## src/rtl/hbg_pkg.sv

```systemverilog
package hbg_pkg;

    typedef enum logic [2:0] {
        MODE_OFF,
        MODE_BRAKE_LO,
        MODE_FWD,
        MODE_REV,
        MODE_BRAKE_HI
    } bridge_mode_t;

    typedef enum logic [1:0] {
        WANT_NONE,
        WANT_HI,
        WANT_LO
    } leg_want_t;

    localparam int NUM_LEGS = 2;

    function automatic bridge_mode_t mode_of(input logic en, input logic d1, input logic d2);
        if (!en)
            return MODE_OFF;
        case ({d1, d2})
            2'b00:   return MODE_BRAKE_LO;
            2'b10:   return MODE_FWD;
            2'b01:   return MODE_REV;
            default: return MODE_BRAKE_HI;
        endcase
    endfunction

endpackage

```

## src/rtl/hbg_decode.sv

```systemverilog
module hbg_decode
    import hbg_pkg::*;
(
    input  logic                      en,
    input  logic                      dir1,
    input  logic                      dir2,
    input  logic                      chop,
    output leg_want_t [NUM_LEGS-1:0]  want
);

    bridge_mode_t mode;

    always_comb begin
        mode = mode_of(en, dir1, dir2);
        want = {WANT_NONE, WANT_NONE};
        case (mode)
            MODE_BRAKE_LO: begin
                want[0] = WANT_LO;
                want[1] = WANT_LO;
            end
            MODE_BRAKE_HI: begin
                want[0] = WANT_HI;
                want[1] = WANT_HI;
            end
            MODE_FWD: begin
                want[0] = WANT_HI;
                want[1] = chop ? WANT_HI : WANT_LO;
            end
            MODE_REV: begin
                want[0] = chop ? WANT_HI : WANT_LO;
                want[1] = WANT_HI;
            end
            default: begin
                want[0] = WANT_NONE;
                want[1] = WANT_NONE;
            end
        endcase
    end

endmodule

```

## src/rtl/hbg_leg.sv

```systemverilog
module hbg_leg
    import hbg_pkg::*;
#(
    parameter int DEAD_CYC = 10
) (
    input  logic      clk,
    input  logic      rst,
    input  leg_want_t want,
    output logic      hi,
    output logic      lo
);

    localparam int          CW   = $clog2(DEAD_CYC + 1);
    localparam logic [CW-1:0] LAST = CW'(DEAD_CYC - 1);
    localparam logic [CW-1:0] FULL = CW'(DEAD_CYC);

    logic          hi_q, lo_q, hi_d, lo_d;
    logic [CW-1:0] cnt_q, cnt_d;

    always_comb begin
        hi_d  = hi_q;
        lo_d  = lo_q;
        cnt_d = cnt_q;
        if (hi_q || lo_q) begin
            if (!((want == WANT_HI && hi_q) || (want == WANT_LO && lo_q))) begin
                hi_d  = 1'b0;
                lo_d  = 1'b0;
                cnt_d = '0;
            end
        end else if (want != WANT_NONE && cnt_q == LAST) begin
            hi_d = (want == WANT_HI);
            lo_d = (want == WANT_LO);
        end else if (cnt_q != LAST) begin
            cnt_d = cnt_q + 1'b1;
        end
    end

    always_ff @(posedge clk) begin
        if (rst) begin
            hi_q  <= 1'b0;
            lo_q  <= 1'b0;
            cnt_q <= '0;
        end else begin
            hi_q  <= hi_d;
            lo_q  <= lo_d;
            cnt_q <= cnt_d;
        end
    end

    assign hi = hi_q;
    assign lo = lo_q;

    // Independent count of idle cycles, used only by the checks below
    logic [CW-1:0] idle_run_q;
    always_ff @(posedge clk) begin
        if (rst)
            idle_run_q <= '0;
        else if (hi_q || lo_q)
            idle_run_q <= '0;
        else if (idle_run_q != FULL)
            idle_run_q <= idle_run_q + 1'b1;
    end


    no_overlap_chk: assert property (@(posedge clk) disable iff (rst)
        !(hi_q && lo_q));


    hi_gap_chk: assert property (@(posedge clk) disable iff (rst)
        $rose(hi_q) |-> idle_run_q == FULL);


    lo_gap_chk: assert property (@(posedge clk) disable iff (rst)
        $rose(lo_q) |-> idle_run_q == FULL);


    hi_break_chk: assert property (@(posedge clk) disable iff (rst)
        (hi_q && want != WANT_HI) |=> !hi_q);


    lo_break_chk: assert property (@(posedge clk) disable iff (rst)
        (lo_q && want != WANT_LO) |=> !lo_q);

endmodule

```

## src/rtl/hbridge_gate_seq.sv

```systemverilog
module hbridge_gate_seq
    import hbg_pkg::*;
#(
    parameter int DEAD_CYC = 10
) (
    input  logic       clk,
    input  logic       rst,
    input  logic       en,
    input  logic       dir1,
    input  logic       dir2,
    input  logic       chop,
    output logic [1:0] hs_gate,
    output logic [1:0] ls_gate
);

    leg_want_t [NUM_LEGS-1:0] want;

    hbg_decode u_decode (
        .en   (en),
        .dir1 (dir1),
        .dir2 (dir2),
        .chop (chop),
        .want (want)
    );

    for (genvar g = 0; g < NUM_LEGS; g++) begin : g_leg
        hbg_leg #(.DEAD_CYC(DEAD_CYC)) u_leg (
            .clk  (clk),
            .rst  (rst),
            .want (want[g]),
            .hi   (hs_gate[g]),
            .lo   (ls_gate[g])
        );
    end


    disable_off_chk: assert property (@(posedge clk) disable iff (rst)
        !en |=> (hs_gate == 2'b00 && ls_gate == 2'b00));


    brake_hi_hold_chk: assert property (@(posedge clk) disable iff (rst)
        (en && dir1 && dir2 && hs_gate == 2'b11) |=> hs_gate == 2'b11);

endmodule

```

## config.mk

```make
export PLATFORM = sky130hd
export DESIGN_NAME = hbridge_gate_seq
export DESIGN_NICKNAME = d
export VERILOG_FILES = /design/src/rtl/hbg_pkg.sv /design/src/rtl/hbg_decode.sv /design/src/rtl/hbg_leg.sv /design/src/rtl/hbridge_gate_seq.sv
export SDC_FILE = /design/constraint.sdc
export NUM_CORES = 1
export LEC_CHECK = 0
export BUFFER_PORTS_ARGS = -buffer_cell sky130_fd_sc_hd__buf_2
export CORE_AREA = 2 2 56 58
export CTS_CLUSTER_SIZE = 8
export DETAILED_ROUTE_END_ITERATION = 10
export DIE_AREA = 0 0 58 60
export SYNTH_ARGS = -nofsm -noshare
export SYNTH_HDL_FRONTEND = slang
export SYNTH_SLANG_ARGS = --single-unit
```

## constraint.sdc

```tcl
create_clock -name clk -period 1.47 [get_ports clk]
set_clock_uncertainty 0.15 [all_clocks]
set_input_delay 0.0735 -clock clk [delete_from_list [all_inputs] [get_ports clk]]
set_output_delay 0.0735 -clock clk [all_outputs]
set_load 0.05 [all_outputs]
```

==> metrics.md, run 1 <==
| Metric | Value |
|---|---|
| Internal power | between 0.5 and 0.6 mW |
| Clock sink count | 12 |
| Violations in the final reports | negative setup slack |
| Worst Min Path Start | en |
| Drt initial violations | 35 |
| Remaining routing DRC violations | 0 |
| Final clock period utilization by the worst path | 1.02 |
| Number of cells on the worst hold path | 3 |
| Diodes inserted | 0 |
| Via count of the first global-routing pass | 684 |
| Final routed wire length divided by cell count | 12.1 um |
| Maximum VDD drop | 0.233 mV |
| Sequential group share of total power | 0.455 |
| Setup TNS | -0.0496 ns |
| Initial cell density of the core | 0.280 |
| Slew HR | 0.738 |
| Overall die height | around 60 um |
| Crit Reg-Reg Endpoint | g_leg[0].u_leg.cnt_q[2] |
| Power density cells | 768 nW/um^2 |
| Number of enable-type register cells in the synthesized netlist | 0 |
| Part of the total power dissipated in the clock network | 0.260 |
| Final-layout fill cell count | ~290 |
| Portion of total power attributed to combinational logic | 0.285 |
| Worst setup SP type | flip-flop |
| Achievable frequency | around 0.66 GHz |
| Met1 usage | 0.144 |
| Max Fanout on Critical Path | 4 |
| Critical register-to-register path startpoint | g_leg[0].u_leg.cnt_q[1] |
| DR vias/cell | 5.26 |
| Cells after synthesis | 94 |
| Buffers on Ports | 9 |
| Leakage power figure | 0.419 nW |
| Worst min-delay path class | primary input to flip-flop |
| Footprint of the flip-flops and latches | 244 sq um |
| Required time worst endpoint | 1.47 ns |
| Clock insertion delay at the later pin of the skew report | around 0.28 ns |
| Initial antenna violation count | 0 |
| Weighted congestion at the end of routability-driven global placement | 0.771 |
| WS Path Type | flip-flop to flip-flop |
| Setup repair after global routing missed its margin | yes |
| First-pass GRT wire length | 2970 um |
| Most common cell after layout, fill and taps aside | sky130_fd_sc_hd__buf_4 |
| Synthesis-to-layout area growth | 30.4% |
| Overall via count from detail_route | 773 |
| Placeable Area | 2900 sq um |
| Total routing resource utilization after global routing | 0.113 |
| Mean post-synth cell area | 8.64 sq um |
| TritonCTS clock tree | built |
| Minimum period implied by the final worst setup slack | between 1.5 and 2 ns |
| Final wirelength | ~1800 um |
| Flip-flop and latch count after synthesis | 12 |
| Most utilized layer in the global route result | met2 |
| DIE AREA | around 3500 sq um |
| Max Root-Sink Buffers | 2 |
| Horizontal extent of the die | 58 um |
| Tightest Pin Transition | 0.392 ns |
| Global routing met2 resource utilization | 0.175 |
| Run status | complete, but fails checks |
| Setup slack of the critical path after layout | -0.0361 ns |
| Top-level port count | 10 |
| Clock buffer count from CTS | 3 |
| Highest-count cells in the layout ignoring fill and taps | sky130_fd_sc_hd__buf_4, sky130_fd_sc_hd__dfxtp_1, sky130_fd_sc_hd__buf_2, sky130_fd_sc_hd__nand2_1, sky130_fd_sc_hd__a21oi_1 |
| Final Slew Violations | 0 |
| Count of standard-cell rows | 20 |
| Footprint of the multi-input gates | roughly 570 sq um |
| Number of warnings reported in the yosys synthesis log | 0 |
| Switching power total | ~0.24 mW |
| Final setup fails | 4 |
| # H-tree levels | 1 |
| Clk Tree Root Cell | sky130_fd_sc_hd__clkbuf_4 |
| Dominant register cell in the synthesized netlist | sky130_fd_sc_hd__dfxtp_1 |
| Pre-CTS setup slack | -0.261 ns |
| Share of final-layout standard cells stronger than drive strength 1 | 0.412 |
| DRT antenna net count | 0 |
| Unique cell type count in the Yosys netlist | 36 |
| DP Wirelength | 1230 um |
| Arrival time at the worst endpoint | between 1.5 and 2 ns |
| Share of synthesized flip-flops with an asynchronous set or reset | 0 |
| Switching fraction of total power | 0.298 |
| GR met3 Demand/Resource | 0.0173 |
| Clock slew seen by the registers of the worst setup and hold paths | 0.07 ns |
| Post-Syn Nets | around 110 |
| Hold Vio Cnt, Final | 0 |
| Number of nets at the end of the flow | ~130 |
| Flop2flop setup slack | -0.04 ns |
| Length in cells of the worst reg-to-reg path | 6 |
| Number of max-cap violations | 0 |
| Sequential-to-total area share from yosys stat | 0.296 |
| Hold path endpoint | g_leg[1].u_leg.lo |
| Endpoint class of the critical path | flip-flop |
| Post-route total power | 0.813 mW |
| Detailed Routing Iterations Pass 1 | 4 |
| Synthesized area | 812 sq um |
| GRT overflow | 0 |
| Largest net degree at the start of global routing | 15 |
[timing repair]
action / 4_1_cts / 5_1_grt
buffers inserted: 1 / 0
endpoints found under the hold margin: 4 / 0
hold buffers: 2 / 0
endpoints found under the setup margin: 8 / 9
gates resized for setup: 8 / 10
pin swaps: 8 / 4
[critical path: stages (launching register included)]
cell                       delay, ns
sky130_fd_sc_hd__dfxtp_2        0.33
sky130_fd_sc_hd__inv_2          0.05
sky130_fd_sc_hd__ha_4           0.14
sky130_fd_sc_hd__nand3b_1       0.15
sky130_fd_sc_hd__nor3_4         0.07
sky130_fd_sc_hd__a211oi_4       0.33
sky130_fd_sc_hd__a31oi_1        0.14
[cell usage after synthesis (2+ instances only)]
cell                       instances  area share
sky130_fd_sc_hd__a211oi_1          2       0.018
sky130_fd_sc_hd__a211oi_2          2       0.031
sky130_fd_sc_hd__a21oi_1           6       0.037
sky130_fd_sc_hd__a311oi_1          2       0.022
sky130_fd_sc_hd__a31oi_1           4       0.031
sky130_fd_sc_hd__buf_4             4       0.037
sky130_fd_sc_hd__dfxtp_1          12        0.30
sky130_fd_sc_hd__ha_1              5       0.077
sky130_fd_sc_hd__inv_1             4       0.018
sky130_fd_sc_hd__nand2_1           8       0.037
sky130_fd_sc_hd__nand2b_1          4       0.031
sky130_fd_sc_hd__nand3_1           4       0.025
sky130_fd_sc_hd__nand3b_1          2       0.018
sky130_fd_sc_hd__nor2_1            4       0.018
sky130_fd_sc_hd__nor3_1            4       0.025
sky130_fd_sc_hd__o21ai_0           5       0.031
sky130_fd_sc_hd__o22ai_1           2       0.015
sky130_fd_sc_hd__xnor2_1           2       0.022
[kinds of logic after synthesis]
family,synth area share
AOI/OAI and AO/OA,0.270
xor gates and xnor gates,0.0216
adders and majority gates,0.0770
buffers and inverters,0.0924
DFF,0.296
and+or+nand+nor,0.243
[layout make-up]
class,instances,area share
repair buffers,24,0.154
multi-input cells,71,0.541
flip-flops and latches,12,0.230
well taps,33,0.0390
clock buffers,3,0.0213
inverters,4,0.0142
[registers in the layout, indices dropped and copies added (netlist names)]
name	flops
g_leg.u_leg.cnt_q	8
g_leg.u_leg.hi	2
g_leg.u_leg.lo	2
[worst max path at each step]
stage                            startpoint                      end  slack [ns]  cells after the start
detailed placement                     dir1  g_leg[1].u_leg.cnt_q[0]       -0.26                      6
global placement                       dir1  g_leg[1].u_leg.cnt_q[0]       -0.20                      6
CTS                 g_leg[1].u_leg.cnt_q[1]  g_leg[1].u_leg.cnt_q[2]       -0.05                      6
floorplan           g_leg[1].u_leg.cnt_q[1]  g_leg[1].u_leg.cnt_q[2]       0.004                      6
global route        g_leg[1].u_leg.cnt_q[1]  g_leg[1].u_leg.cnt_q[2]       -0.13                      6
finish              g_leg[0].u_leg.cnt_q[1]  g_leg[0].u_leg.cnt_q[2]       -0.04                      6
[power groups by stage]
stage	Combinational [mW]	Sequential [mW]	Clock (mW)
2_1_floorplan	0.116	0.379	0
3_3_place_gp	0.204	0.370	0
3_5_place_dp	0.209	0.370	0
4_1_cts	0.218	0.365	0.211
5_1_grt	0.252	0.372	0.232
6_report	0.232	0.370	0.211
[layer usage]
metal | wire (um) | vias to the layer above
met5 | 0 | -
met4 | 58 | 0
met3 | 52 | 5
met2 | 868 | 11
met1 | 801 | 375
li1 | - | 382
[stage by stage]
step | util | cells | area, sq um | hold WS, ns
2_1_floorplan | - | 94 | 818 | 0.0919
3_3_place_gp | 0.325 | 142 | 942 | 0.277
3_5_place_dp | 0.325 | 142 | 942 | 0.280
4_1_cts | 0.351 | 147 | 1020 | 0.0903
5_1_grt | 0.365 | 147 | 1060 | 0.134
6_report | 0.365 | 147 | 1060 | 0.0830
Note: power is estimated with default switching activity, not from simulation.
==> run 2: changes to the inputs <==
--- a/config.mk
+++ b/config.mk
@@ -10,6 +10,7 @@
 export CTS_CLUSTER_SIZE = 8
 export DETAILED_ROUTE_END_ITERATION = 10
 export DIE_AREA = 0 0 58 60
+export REMOVE_ABC_BUFFERS = 1
 export SYNTH_ARGS = -nofsm -noshare
 export SYNTH_HDL_FRONTEND = slang
 export SYNTH_SLANG_ARGS = --single-unit
==> run 2 against run 1 <==
The run still ends with negative setup slack left. Count of clock-buffer cells in the layout did not move. Clock power fell by 2%. Die area did not move. Non-clock buffer count did not move. Sequential share of layout area fell by 0.13 points. Wire length rose by 11%. Utilization rose by 0.78 points. Register-to-register slack barely moved. Via count rose by 1.2%. Sequential power rose by 2%. First-iteration DRC count fell by 31%. Total power fell by 2.0%. Critical path type unchanged.
==> metrics.md, run 2 (synthesized netlist as in run 1, its figures left out) <==
| Metric | Value |
|---|---|
| Overall via count from detail_route | 782 (+1.2%) |
| Detailed Routing Iterations Pass 1 | 5 (+1) |
| DIE AREA | 3480 sq um (unchanged) |
| Part of the total power dissipated in the clock network | 0.259 (about the same) |
| Leakage power figure | 0.422 nW (+0.77%) |
| Required time worst endpoint | 1.48 ns (about the same) |
| Clock slew seen by the registers of the worst setup and hold paths | 0.08 ns (about the same) |
| Clk Tree Root Cell | sky130_fd_sc_hd__clkbuf_4 |
| Maximum VDD drop | 0.363 mV (+56%) |
| Via count of the first global-routing pass | 757 (+11%) |
| Buffers and inverters on the worst path | 2 (+1) |
| Final clock period utilization by the worst path | 1.03 (+0.00156) |
| Endpoint class of the critical path | flip-flop |
| Setup slack of the critical path after layout | -0.0384 ns (-0.00229 ns) |
| Worst setup SP type | flip-flop |
| Initial cell density of the core | 0.280 (unchanged) |
| Max Fanout on Critical Path | 4 (unchanged) |
| TritonCTS clock tree | built |
| Arrival time at the worst endpoint | 1.52 ns (about the same) |
| Post-Place Cells | 141 (-0.70%) |
| First-pass GRT wire length | 3410 um (+15%) |
| Count of standard-cell rows | 20 (unchanged) |
| Power density cells | 737 nW/um^2 (-4.1%) |
| Final Slew Violations | 0 (unchanged) |
| Violations in the final reports | negative setup slack |
| Slew HR | 0.773 (+0.0346) |
| Total routing resource utilization after global routing | 0.129 (+0.0155) |
| Horizontal extent of the die | 58 um (unchanged) |
| Tightest Pin Transition | 0.341 ns (-0.0514 ns) |
| Buffers on Ports | 9 (unchanged) |
| Top-level port count | 10 (unchanged) |
| Sequential group share of total power | 0.476 (+0.021) |
| Post-route total power | 0.796 mW (-2.0%) |
| Max Root-Sink Buffers | 2 (unchanged) |
| Crit path cell chain | inv_2 > ha_4 > and3b_2 > buf_6 > nor2b_4 > o211ai_1 > a21oi_1 |
| Achievable frequency | 0.663 GHz (-0.15%) |
| Final wirelength | 1990 um (+11%) |
| Clock sink count | 12 (unchanged) |
| Synthesis-to-layout area growth | 33.1% |
| Weighted congestion at the end of routability-driven global placement | 0.798 (+3.5%) |
| Share of final-layout standard cells stronger than drive strength 1 | 0.465 (+0.0526) |
| Worst hold margin | 0.0118 ns (-0.0712 ns) |
| Worst path top cell family by delay | flip-flops |
| DRT antenna net count | 0 (unchanged) |
| Run status | complete, but fails checks |
| Final Non-Filler Cells | 147 (unchanged) |
| # H-tree levels | 1 (unchanged) |
| Most common cell after layout, fill and taps aside | sky130_fd_sc_hd__buf_4 |
| Highest-count cells in the layout ignoring fill and taps | sky130_fd_sc_hd__buf_4, sky130_fd_sc_hd__buf_2, sky130_fd_sc_hd__nand2_1, sky130_fd_sc_hd__dfxtp_2, sky130_fd_sc_hd__dfxtp_1 |
| Hold Vio Cnt, Final | 0 (unchanged) |
| Most flop-heavy register | g_leg.u_leg.cnt_q |
| Placeable Area | 2900 sq um (unchanged) |
| Clock buffer count from CTS | 3 (unchanged) |
| Largest register FFs | 8 (unchanged) |
| Diodes inserted | 0 (unchanged) |
| Setup TNS | -0.0384 ns (+0.0112 ns) |
| DP Wirelength | 1370 um (+11%) |
| Largest net degree at the start of global routing | 14 (-1) |
| Overall die height | 60 um (unchanged) |
| Portion of total power attributed to combinational logic | 0.265 (-0.020) |
| Initial antenna violation count | 0 (unchanged) |
| GRT overflow | 0 (unchanged) |
| Pre-CTS setup slack | -0.273 ns (-0.0115 ns) |
| Switching fraction of total power | 0.298 (about the same) |
| Number of nets at the end of the flow | 127 (unchanged) |
| Final setup fails | 1 (-3) |
| WS Path Type | flip-flop to flip-flop |
| Setup repair after global routing missed its margin | yes |
| Drt initial violations | 24 (-31%) |
| Final std cell area, no fill | 1080 sq um (+2.1%) |
| Number of max-cap violations | 0 (unchanged) |
| Largest stage delay on the critical path | 0.34 ns (about the same) |
| Share of the core filled with cells in the final layout | 0.372 (+0.00776) |
| Remaining routing DRC violations | 0 (unchanged) |
| Minimum period implied by the final worst setup slack | 1.51 ns (+0.00229 ns) |
| Clock insertion delay at the later pin of the skew report | 0.27 ns (about the same) |
| Final routed wire length divided by cell count | 13.5 um (+11%) |
| Slowest cell on crit path | sky130_fd_sc_hd__dfxtp_2 |
| Worst min-delay path class | primary input to flip-flop |
| DR vias/cell | 5.32 (+1.2%) |
| Switching power total | 0.237 mW (-2.1%) |
| Total cell area at the placement stage | 928 sq um (-1.5%) |
| Internal power | 0.559 mW (-2.0%) |
[run 2: changes by cell type in the layout (fill, tap and decap cells not counted), moves of 2 or more]
cell / previous run / this run
sky130_fd_sc_hd__a211oi_1: 2 / 0
sky130_fd_sc_hd__a211oi_2: 1 / 3
sky130_fd_sc_hd__dfxtp_1: 9 / 6
sky130_fd_sc_hd__dfxtp_2: 3 / 6
sky130_fd_sc_hd__o21ai_0: 4 / 2
[run 2: per-layer routing]
layer	vias up	part of all wire	track usage
met5	-	0	0
met4	0	0.014	0.0698
met3	4	0.040	0.0303
met2	28	0.49	0.205
met1	367	0.45	0.161
li1	383	-	-
[run 2: final timing paths]
kind | start | to | slack (ns) | depth (start not counted)
worst min register to register | g_leg[1].u_leg.cnt_q[3] | g_leg[1].u_leg.cnt_q[3] | 0.34 | 1
worst max register to register | g_leg[1].u_leg.cnt_q[1] | g_leg[1].u_leg.hi | -0.04 | 7
worst max-delay path | g_leg[1].u_leg.cnt_q[1] | g_leg[1].u_leg.hi | -0.04 | 7
worst min-delay path | en | g_leg[1].u_leg.hi | 0.01 | 3
[run 2: worst reg2reg max path, stage by stage, from the launching register on]
cell	delay, ns
sky130_fd_sc_hd__dfxtp_2	0.34
sky130_fd_sc_hd__inv_2	0.04
sky130_fd_sc_hd__ha_4	0.15
sky130_fd_sc_hd__and3b_2	0.22
sky130_fd_sc_hd__buf_6	0.13
sky130_fd_sc_hd__nor2b_4	0.11
sky130_fd_sc_hd__o211ai_1	0.17
sky130_fd_sc_hd__a21oi_1	0.09
[run 2: power groups by stage]
stage	combinational (mW)	sequential (mW)	clock [mW]
after global routing	0.233	0.385	0.230
after floorplan	0.107	0.379	0
after global placement	0.168	0.381	0
after CTS	0.188	0.376	0.215
after detailed placement	0.176	0.381	0
final	0.211	0.379	0.206
[run 2: repair_timing]
item | in CTS | in global routing
pin swaps | 8 | 6
endpoints found under the setup margin | 8 | 12
hold buffers | 2 | 0
hold endpoints to repair | 2 | 0
setup buffers | 0 | 2
gates resized for setup | 12 | 17
[run 2: area by class of cell]
cell class	instances	area (sq um)
fill	295	1820
timing repair buffer	24	166
inverter	4	15.0
multi-input combinational	71	588
sequential	12	248
clock buffer	3	22.5
tap	33	41.3
==> run 3: changes to the inputs <==
--- a/config.mk
+++ b/config.mk
@@ -10,6 +10,7 @@
 export CTS_CLUSTER_SIZE = 8
 export DETAILED_ROUTE_END_ITERATION = 10
 export DIE_AREA = 0 0 58 60
+export PLACE_DENSITY_LB_ADDON = 0.2
 export REMOVE_ABC_BUFFERS = 1
 export SYNTH_ARGS = -nofsm -noshare
 export SYNTH_HDL_FRONTEND = slang
==> run 3 against run 2 <==
The flow still finishes with violations (negative setup slack). Sequential cell count did not move. Sequential power fell by 3%. Sequential share of layout area fell by 1.7 points. Wire length fell by 0.50%. First-iteration DRC count fell by 29%. Final area rose by 8.0%. Clock power rose by 34%. Combinational power rose by 17%. Worst hold slack improved by 0.039 ns. Maximum frequency fell by 0.83%.
==> metrics.md, run 3 (synthesized netlist as in run 1, its figures left out) <==
| Metric | Value |
|---|---|
| DP Wirelength | 1400 um (+1.9%) |
| Count of standard-cell rows | 20 (unchanged) |
| Power density cells | 762 nW/um^2 (+3.4%) |
| Setup repair after global routing missed its margin | yes |
| # H-tree levels | 1 (unchanged) |
| Worst path top cell family by delay | compound AO/OA/AOI/OAI gates |
| Initial cell density of the core | 0.280 (unchanged) |
| Setup slack of the critical path after layout | -0.0510 ns (-0.0126 ns) |
| Drt initial violations | 17 (-29%) |
| GRT overflow | 0 (unchanged) |
| Share of final-layout standard cells stronger than drive strength 1 | 0.500 (+0.0351) |
| Worst min-delay path class | primary input to flip-flop |
| Setup TNS | -0.218 ns (-0.179 ns) |
| Achievable frequency | 0.657 GHz (-0.83%) |
| DRT antenna net count | 0 (unchanged) |
| Top-level port count | 10 (unchanged) |
| Clock slew seen by the registers of the worst setup and hold paths | 0.08 ns (about the same) |
| Synthesis-to-layout area growth | 43.8% |
| Pre-CTS setup slack | -0.226 ns (+0.0465 ns) |
| Overall die height | 60 um (unchanged) |
| Clock buffer count from CTS | 3 (unchanged) |
| Horizontal extent of the die | 58 um (unchanged) |
| Final Slew Violations | 0 (unchanged) |
| Largest stage delay on the critical path | 0.34 ns (about the same) |
| Final wirelength | 1980 um (-0.50%) |
| Hold Vio Cnt, Final | 0 (unchanged) |
| Leakage power figure | 0.475 nW (+13%) |
| Weighted congestion at the end of routability-driven global placement | 0.744 (-6.8%) |
| Tightest Pin Transition | 0.359 ns (+0.0186 ns) |
| Maximum VDD drop | 0.430 mV (+18%) |
| Share of the core filled with cells in the final layout | 0.402 (+0.0297) |
| Slowest cell on crit path | sky130_fd_sc_hd__dfxtp_2 |
| Largest register FFs | 8 (unchanged) |
| Largest net degree at the start of global routing | 14 (unchanged) |
| Footprint of the multi-input gates | 586 sq um (-0.43%) |
| Final-layout fill cell count | 295 (unchanged) |
| Buffers on Ports | 9 (unchanged) |
| Violations in the final reports | negative setup slack |
| Number of nets at the end of the flow | 136 (+7.1%) |
| Remaining routing DRC violations | 0 (unchanged) |
| Total routing resource utilization after global routing | 0.122 (-0.00726) |
| Final clock period utilization by the worst path | 1.03 (+0.00860) |
| Clock sink count | 12 (unchanged) |
| DIE AREA | 3480 sq um (unchanged) |
| Slew HR | 0.760 (-0.0124) |
| Final routed wire length divided by cell count | 12.6 um (-6.8%) |
| WS Path Type | flip-flop to flip-flop |
| Most common cell after layout, fill and taps aside | sky130_fd_sc_hd__buf_4 |
| First-pass GRT wire length | 3320 um (-2.6%) |
| Max Root-Sink Buffers | 2 (unchanged) |
| Initial antenna violation count | 0 (unchanged) |
| TritonCTS clock tree | built |
| Required time worst endpoint | 1.47 ns (about the same) |
| DR vias/cell | 5.03 (-5.4%) |
| Buffers and inverters on the worst path | 2 (unchanged) |
| Placeable Area | 2900 sq um (unchanged) |
| Number of max-cap violations | 0 (unchanged) |
| Detailed Routing Iterations Pass 1 | 4 (-1) |
| Overall via count from detail_route | 790 (+1.0%) |
| Footprint of the flip-flops and latches | 248 sq um (unchanged) |
| Post-route total power | 0.889 mW (+12%) |
| Worst setup SP type | flip-flop |
| Endpoint class of the critical path | flip-flop |
| Final setup fails | 7 (+6) |
| Clock insertion delay at the later pin of the skew report | 0.27 ns (about the same) |
| Clk Tree Root Cell | sky130_fd_sc_hd__clkbuf_4 |
| Via count of the first global-routing pass | 741 (-2.1%) |
| Diodes inserted | 0 (unchanged) |
| Highest-count cells in the layout ignoring fill and taps | sky130_fd_sc_hd__buf_4, sky130_fd_sc_hd__buf_2, sky130_fd_sc_hd__nand2_1, sky130_fd_sc_hd__dfxtp_2, sky130_fd_sc_hd__dfxtp_1 |
| Most flop-heavy register | g_leg.u_leg.cnt_q |
| Run status | complete, but fails checks |
| Crit path cell chain | inv_2 > ha_4 > nand3b_1 > nor3_4 > buf_6 > a211oi_4 > a31oi_1 |
| Minimum period implied by the final worst setup slack | 1.52 ns (+0.0126 ns) |
| Max Fanout on Critical Path | 4 (unchanged) |
| Arrival time at the worst endpoint | 1.53 ns (about the same) |
[run 3: cell count changes in the layout (fill, tap and decap cells not counted), sizes merged]
cell	change
buf	+9
clkbuf	+1
[run 3: metrics by stage]
step	cell area [sq um]	hold WS (ns)	cells
after floorplan	752	-0.00743	87
after global placement	973	0.281	147
after detailed placement	973	0.280	147
after CTS	1110	0.0551	154
after global routing	1170	0.0538	157
final	1170	0.0512	157
[run 3: tightest hold or removal path, stage by stage]
cell	delay [ns]
sky130_fd_sc_hd__buf_2	0.15
sky130_fd_sc_hd__a31oi_1	0.11
sky130_fd_sc_hd__o21ai_1	0.11
[run 3: power by group]
part / internal, mW / switching, mW / total (mW)
combinational: 0.132 / 0.114 / 0.246
sequential: 0.352 / 0.0154 / 0.368
clock: 0.151 / 0.125 / 0.276
[run 3: worst paths after layout]
check | from | end | slack [ns] | depth (start not counted)
worst max-delay path | g_leg[0].u_leg.cnt_q[1] | g_leg[0].u_leg.cnt_q[2] | -0.05 | 7
worst min register to register | g_leg[1].u_leg.cnt_q[3] | g_leg[1].u_leg.cnt_q[3] | 0.34 | 1
worst max register to register | g_leg[0].u_leg.cnt_q[1] | g_leg[0].u_leg.cnt_q[2] | -0.05 | 7
worst min-delay path | en | g_leg[1].u_leg.lo | 0.05 | 3
[run 3: layer usage]
metal,vias up,routed length (um),GRT usage
li1,404,-,-
met4,0,0,0.0199
met2,10,970,0.206
met1,376,942,0.157
met5,-,0,0
met3,0,62,0.0325
[run 3: timing repair]
action	4_1_cts	5_1_grt
endpoints found under the setup margin	9	12
endpoints found under the hold margin	3	0
gates resized for setup	16	13
hold buffers	2	0
buffers inserted	3	3
pin swaps	8	9
[run 3: cell type report]
| cell class | count | share of cell area |
|---|---|---|
| Multi-Input combinational cell | 71 | 0.502 |
| Timing Repair Buffer | 33 | 0.207 |
| Tap cell | 33 | 0.0354 |
| Clock buffer | 4 | 0.0311 |
| Sequential cell | 12 | 0.212 |
| Inverter | 4 | 0.0129 |
